`src/rtl/extint_pkg.sv`:
```
package extint_pkg;

  localparam int REG_W   = 8;
  localparam int BIT_SE  = 5;
  localparam int BIT_SM  = 4;
  localparam logic [REG_W-1:0] WR_MASK = 8'h33;

  typedef enum logic [1:0] {
    SENSE_LOW  = 2'b00,
    SENSE_RSVD = 2'b01,
    SENSE_FALL = 2'b10,
    SENSE_RISE = 2'b11
  } sense_e;

  function automatic logic [REG_W-1:0] reg_pack(input logic se, input logic sm,
                                                input logic [1:0] code);
    logic [REG_W-1:0] v;
    v = '0;
    v[BIT_SE] = se;
    v[BIT_SM] = sm;
    v[1:0] = code;
    return v;
  endfunction

  function automatic logic edge_match(input sense_e mode, input logic prev,
                                      input logic cur);
    logic hit;
    case (mode)
      SENSE_FALL: hit = prev & ~cur;
      SENSE_RISE: hit = ~prev & cur;
      default:    hit = 1'b0;
    endcase
    return hit;
  endfunction

  function automatic logic level_match(input sense_e mode, input logic cur);
    return (mode == SENSE_LOW) && !cur;
  endfunction

endpackage

```
`src/rtl/extint_sync.sv`:
```
module extint_sync #(
  parameter int   STAGES    = 2,
  parameter logic RESET_VAL = 1'b1
) (
  input  logic clk,
  input  logic rst_n,
  input  logic d,
  output logic q
);
  logic [STAGES-1:0] chain;

  always_ff @(posedge clk or negedge rst_n) begin
    if (!rst_n) begin
      chain <= {STAGES{RESET_VAL}};
    end else begin
      chain[0] <= d;
      for (int i = 1; i < STAGES; i++) chain[i] <= chain[i-1];
    end
  end

  assign q = chain[STAGES-1];
endmodule

```
`src/rtl/extint_ctl_reg.sv`:
```
module extint_ctl_reg
  import extint_pkg::*;
#(
  parameter int               ADDR_W    = 6,
  parameter logic [ADDR_W-1:0] CTRL_ADDR = 6'h35
) (
  input  logic              clk,
  input  logic              rst_n,
  input  logic [ADDR_W-1:0] bus_addr,
  input  logic [REG_W-1:0]  bus_wdata,
  input  logic              bus_we,
  output logic [REG_W-1:0]  bus_rdata,
  output logic              sleep_en,
  output logic              sleep_pd,
  output sense_e            sense,
  output logic              mode_chg
);
  logic             hit;
  logic             wr_en;
  logic [REG_W-1:0] wr_val;
  logic             se_q, sm_q;
  sense_e           code_q;

  assign hit    = (bus_addr == CTRL_ADDR);
  assign wr_en  = hit & bus_we;
  assign wr_val = bus_wdata & WR_MASK;

  // a write carrying a new sense code invalidates any edge seen under the old one
  assign mode_chg = wr_en && (sense_e'(wr_val[1:0]) != code_q);

  always_ff @(posedge clk or negedge rst_n) begin
    if (!rst_n) begin
      se_q   <= 1'b0;
      sm_q   <= 1'b0;
      code_q <= SENSE_LOW;
    end else if (wr_en) begin
      se_q   <= wr_val[BIT_SE];
      sm_q   <= wr_val[BIT_SM];
      code_q <= sense_e'(wr_val[1:0]);
    end
  end

  assign bus_rdata = hit ? reg_pack(se_q, sm_q, code_q) : '0;
  assign sleep_en  = se_q;
  assign sleep_pd  = sm_q;
  assign sense     = code_q;
endmodule

```
`src/rtl/extint_edge_pend.sv`:
```
module extint_edge_pend
  import extint_pkg::*;
(
  input  logic   clk,
  input  logic   rst_n,
  input  logic   smp,
  input  sense_e mode,
  input  logic   clr,
  output logic   edge_hit,
  output logic   level_hit,
  output logic   pending
);
  logic prev_q;

  assign edge_hit  = edge_match(mode, prev_q, smp);
  assign level_hit = level_match(mode, smp);

  always_ff @(posedge clk or negedge rst_n) begin
    if (!rst_n) begin
      prev_q  <= 1'b1;
      pending <= 1'b0;
    end else begin
      prev_q <= smp;
      if (clr)           pending <= 1'b0;
      else if (edge_hit) pending <= 1'b1;
    end
  end
endmodule

```
`src/rtl/extint_sense_ctrl.sv`:
```
module extint_sense_ctrl
  import extint_pkg::*;
#(
  parameter int                ADDR_W      = 6,
  parameter logic [ADDR_W-1:0] CTRL_ADDR   = 6'h35,
  parameter int                SYNC_STAGES = 2
) (
  input  logic              clk,
  input  logic              rst_n,
  input  logic [ADDR_W-1:0] bus_addr,
  input  logic [7:0]        bus_wdata,
  input  logic              bus_we,
  output logic [7:0]        bus_rdata,
  input  logic              gie,
  input  logic              irq_mask,
  input  logic              irq_pin,
  input  logic              irq_ack,
  input  logic              pend_clr,
  input  logic              sleep_cmd,
  output logic              irq_req,
  output logic              sleep_en,
  output logic              sleep_pd,
  output logic              sleep_go
);
  sense_e sense;
  logic   mode_chg;
  logic   pin_s;
  logic   edge_hit, level_hit, pending;
  logic   pend_wipe;
  logic   gate_open;

  extint_ctl_reg #(.ADDR_W(ADDR_W), .CTRL_ADDR(CTRL_ADDR)) u_reg (
    .clk(clk), .rst_n(rst_n), .bus_addr(bus_addr), .bus_wdata(bus_wdata),
    .bus_we(bus_we), .bus_rdata(bus_rdata), .sleep_en(sleep_en),
    .sleep_pd(sleep_pd), .sense(sense), .mode_chg(mode_chg)
  );

  extint_sync #(.STAGES(SYNC_STAGES), .RESET_VAL(1'b1)) u_sync (
    .clk(clk), .rst_n(rst_n), .d(irq_pin), .q(pin_s)
  );

  assign pend_wipe = irq_ack | pend_clr | mode_chg;

  extint_edge_pend u_pend (
    .clk(clk), .rst_n(rst_n), .smp(pin_s), .mode(sense), .clr(pend_wipe),
    .edge_hit(edge_hit), .level_hit(level_hit), .pending(pending)
  );

  assign gate_open = gie & irq_mask;
  assign irq_req   = gate_open & (level_hit | pending);
  assign sleep_go  = sleep_cmd & sleep_en;
endmodule

```
`config.mk`:
```
export PLATFORM = sky130hd
export DESIGN_NAME = extint_sense_ctrl
export DESIGN_NICKNAME = d
export VERILOG_FILES = /design/src/rtl/extint_pkg.sv /design/src/rtl/extint_sync.sv /design/src/rtl/extint_ctl_reg.sv /design/src/rtl/extint_edge_pend.sv /design/src/rtl/extint_sense_ctrl.sv
export SDC_FILE = /design/constraint.sdc
export NUM_CORES = 1
export LEC_CHECK = 0
export ABC_CLOCK_PERIOD_IN_PS = 1600
export BUFFER_PORTS_ARGS = -buffer_cell sky130_fd_sc_hd__buf_2
export CORE_AREA = 2 2 39 41
export CTS_CLUSTER_DIAMETER = 40
export DETAILED_ROUTE_END_ITERATION = 10
export DIE_AREA = 0 0 41 43
export PLACE_DENSITY = 0.7
export REMOVE_ABC_BUFFERS = 1
export SKIP_CTS_REPAIR_TIMING = 1
export SLEW_MARGIN = 20
export SYNTH_ARGS = -nofsm -noshare
export SYNTH_HDL_FRONTEND = slang
export SYNTH_SLANG_ARGS = --single-unit
export TNS_END_PERCENT = 100
```
`constraint.sdc`:
```
create_clock -name clk -period 1.6 [get_ports clk]
set_input_delay 0.16 -clock clk [delete_from_list [all_inputs] [get_ports clk]]
set_output_delay 0.16 -clock clk [all_outputs]
set_load 0.02 [all_outputs]
```
==> results.toml <==
[die]
io_pins = 35
dieArea_um2 = 1763
core_area_um2 = 1384
num_rows = 14
start_util_pct = 32.01
die_w_um = 41
die_h_um = 43

[finish]
drive_gt1_share_pct = 57.58
final_nets = 90
area_delta_synth_final_pct = 35.31
fillers = 142
n_antenna_cell = 0
fin_area_um2 = 599.3

[synthesis]
yosysTopAreaCellShare_pct = 28.25
ys_ff_latch = 8
synth_cell_types = 18
netlist_top_cells_area = "dfrtp_1 28%, dfstp_2 18%, mux2_4 14%"
synth.avg_cell_area_um2 = 11.97
post-synth-top-area-cell = "dfrtp_1"
synth_area_um2 = 442.9
synth_flop_cell = "dfrtp_1"
synthTopCellsByCount = "5 x and2_1, 5 x dfrtp_1, 4 x buf_4, 4 x mux2_4, 3 x dfstp_2"
synthCells = 37
synth_edf_count = 0
ys_seq_area_share_pct = 46.05
ys.warnings.count = 0
ys_async_sr_fraction_pct = 100.0

[critical_path]
start_kind = "register"
reg2reg_depth = 3
critPathArrivalTime_ns = 1.59
endpoint_kind = "register"
critical_path_class = "register to register"
cp_max_fo = 2
reg2reg_from = "u_pend.prev_q"
cp_data_required_time_ns = 1.79
r2r_slack_ns = 0.20
r2r_end = "u_pend.pending"

[power]
power_leakage_nw = 0.3449
ir_worst_vdd_v = 0.0003667
p_total_mw = 0.5072
powerDensity_nw_per_um2 = 846.3

[route]
vias = 348
drt_iter0_markers = 5
viasPerCell = 4.244
post_drt_wl_per_cell_um = 10.20
drc = 0
routed_wl_um = 836
dr.pass1.iters = 3
ant_nets = 0

[global_route]
grtUsageTotal_pct = 11.68
first_global_vias = 296
grt_max_degree = 9
globalRoute.busiestLayer = "met1"
grt_overflow = 0
grtUsageMet2_pct = 14.69
grt_pass1_wl_um = 1311
use_met3_pct = 4.712
grt_use_met1_pct = 15.67
antenna_found_initial = 0

[place]
post-place-ws_ns = 0.04818
place_area_um2 = 563.0
port_buffers = 26
gp_congestion = 0.6918

[clocking]
cts_buffers = 3
cts_sinks = 8
cts_max_level = 1
cts_buffer_depth = 2
clkTransAtPathRegs_ns = 0.05
cts_tree = "yes"
clock_latency_ns = 0.26
cts_root_buffer = "clkbuf_4"

[status]
status = "finished, final reports clean"

[hold_path]
hold_start = "irq_pin"
holdPathEnd = "u_sync.chain[0]"
hp-class = "input pin to register"
hold_depth = 1

[sta]
fin_crit_ns = 1.402
finClkSkew_ns = 0.01322
whs_ns = 0.01471
period_share_pct = 87.64
fin_ws_ns = 0.1977
final_max_slew_viol_count = 0
setup_tns_ns = 0
hold_viol = 0
rsz0062_at_grt = "false"
setup_viol = 0
fmax_mhz = 713.1

[job]
maxCapViolCount = 0
cell families (layout without fill, tap and decap cells):
| kind of cell | after synthesis | after routing | share of synthesized area, % |
|---|---|---|---|
| simple gates | 13 | 13 | 18.93 |
| flops | 8 | 8 | 46.05 |
| buf+inv | 6 | 32 | 10.17 |
| mux | 4 | 4 | 13.56 |
| compound gates | 3 | 3 | 6.498 |
| xor+xnor | 2 | 2 | 3.956 |
| other cells | 1 | 4 | 0.8466 |
critical path: stages (launching register included):
cell and delay [ns]:
dfstp_2 0.52, or3b_2 0.43, a21boi_0 0.19, o221a_2 0.21
cell usage in the layout, fill, tap and decap left out, types with 2 or more instances in the layout:
master / instances
and2_1: 5
buf_2: 26
clkbuf_4: 3
conb_1: 4
dfrtp_1: 5
dfstp_2: 3
mux2_4: 4
nor2_1: 2
nor3_1: 2
xor2_1: 2
metrics by stage:
step | cells | util [%]
finish | 82 | 43.31
global route | 82 | 43.31
CTS | 81 | 42.59
detailed placement | 77 | 40.69
global placement | 77 | 40.69
floorplan | 35 | -
cell type report:
class                   instances  area (µm²)  area share, %
multi-input cells              26       205.2          34.24
flip-flops and latches          8       203.9          34.03
repair buffers                 27       140.1          23.38
clock buffers                   4       26.28          4.384
well taps                      16       20.02          3.340
inverters                       1       3.754         0.6263
layer usage:
| metal | vias to the layer above | wire length [µm] |
|---|---|---|
| met2 | 12 | 434 |
| met5 | - | 0 |
| met1 | 156 | 352 |
| met4 | 0 | 10 |
| met3 | 3 | 39 |
| li1 | 177 | - |
registers in the layout (all words and copies together) (netlist names):
| name | flops |
|---|---|
| u_reg.sense | 2 |
| u_sync.chain | 2 |
| u_pend.pending | 1 |
| u_pend.prev_q | 1 |
| u_reg.sleep_en | 1 |
| u_reg.sleep_pd | 1 |
worst max path at each step:
stage / from / end / slack, ns / cells after the start
4_1_cts: u_pend.prev_q / u_pend.pending / 0.19 / 3
6_report: u_pend.prev_q / u_pend.pending / 0.20 / 3
3_3_place_gp: bus_addr[3] / u_reg.sleep_pd / 0.07 / 4
5_1_grt: u_pend.prev_q / u_pend.pending / 0.13 / 3
2_1_floorplan: bus_addr[3] / u_reg.sense[0] / 0.22 / 3
3_5_place_dp: bus_addr[3] / u_reg.sense[1] / 0.05 / 4
power breakdown:
part	switching (mW)	total [mW]	internal, mW	leakage [nW]
Sequential	0.0181	0.242	0.224	0.0986
Clock	0.0693	0.165	0.0954	0.0150
Combinational	0.0467	0.101	0.0541	0.231
(Power assumes the default switching activity.)
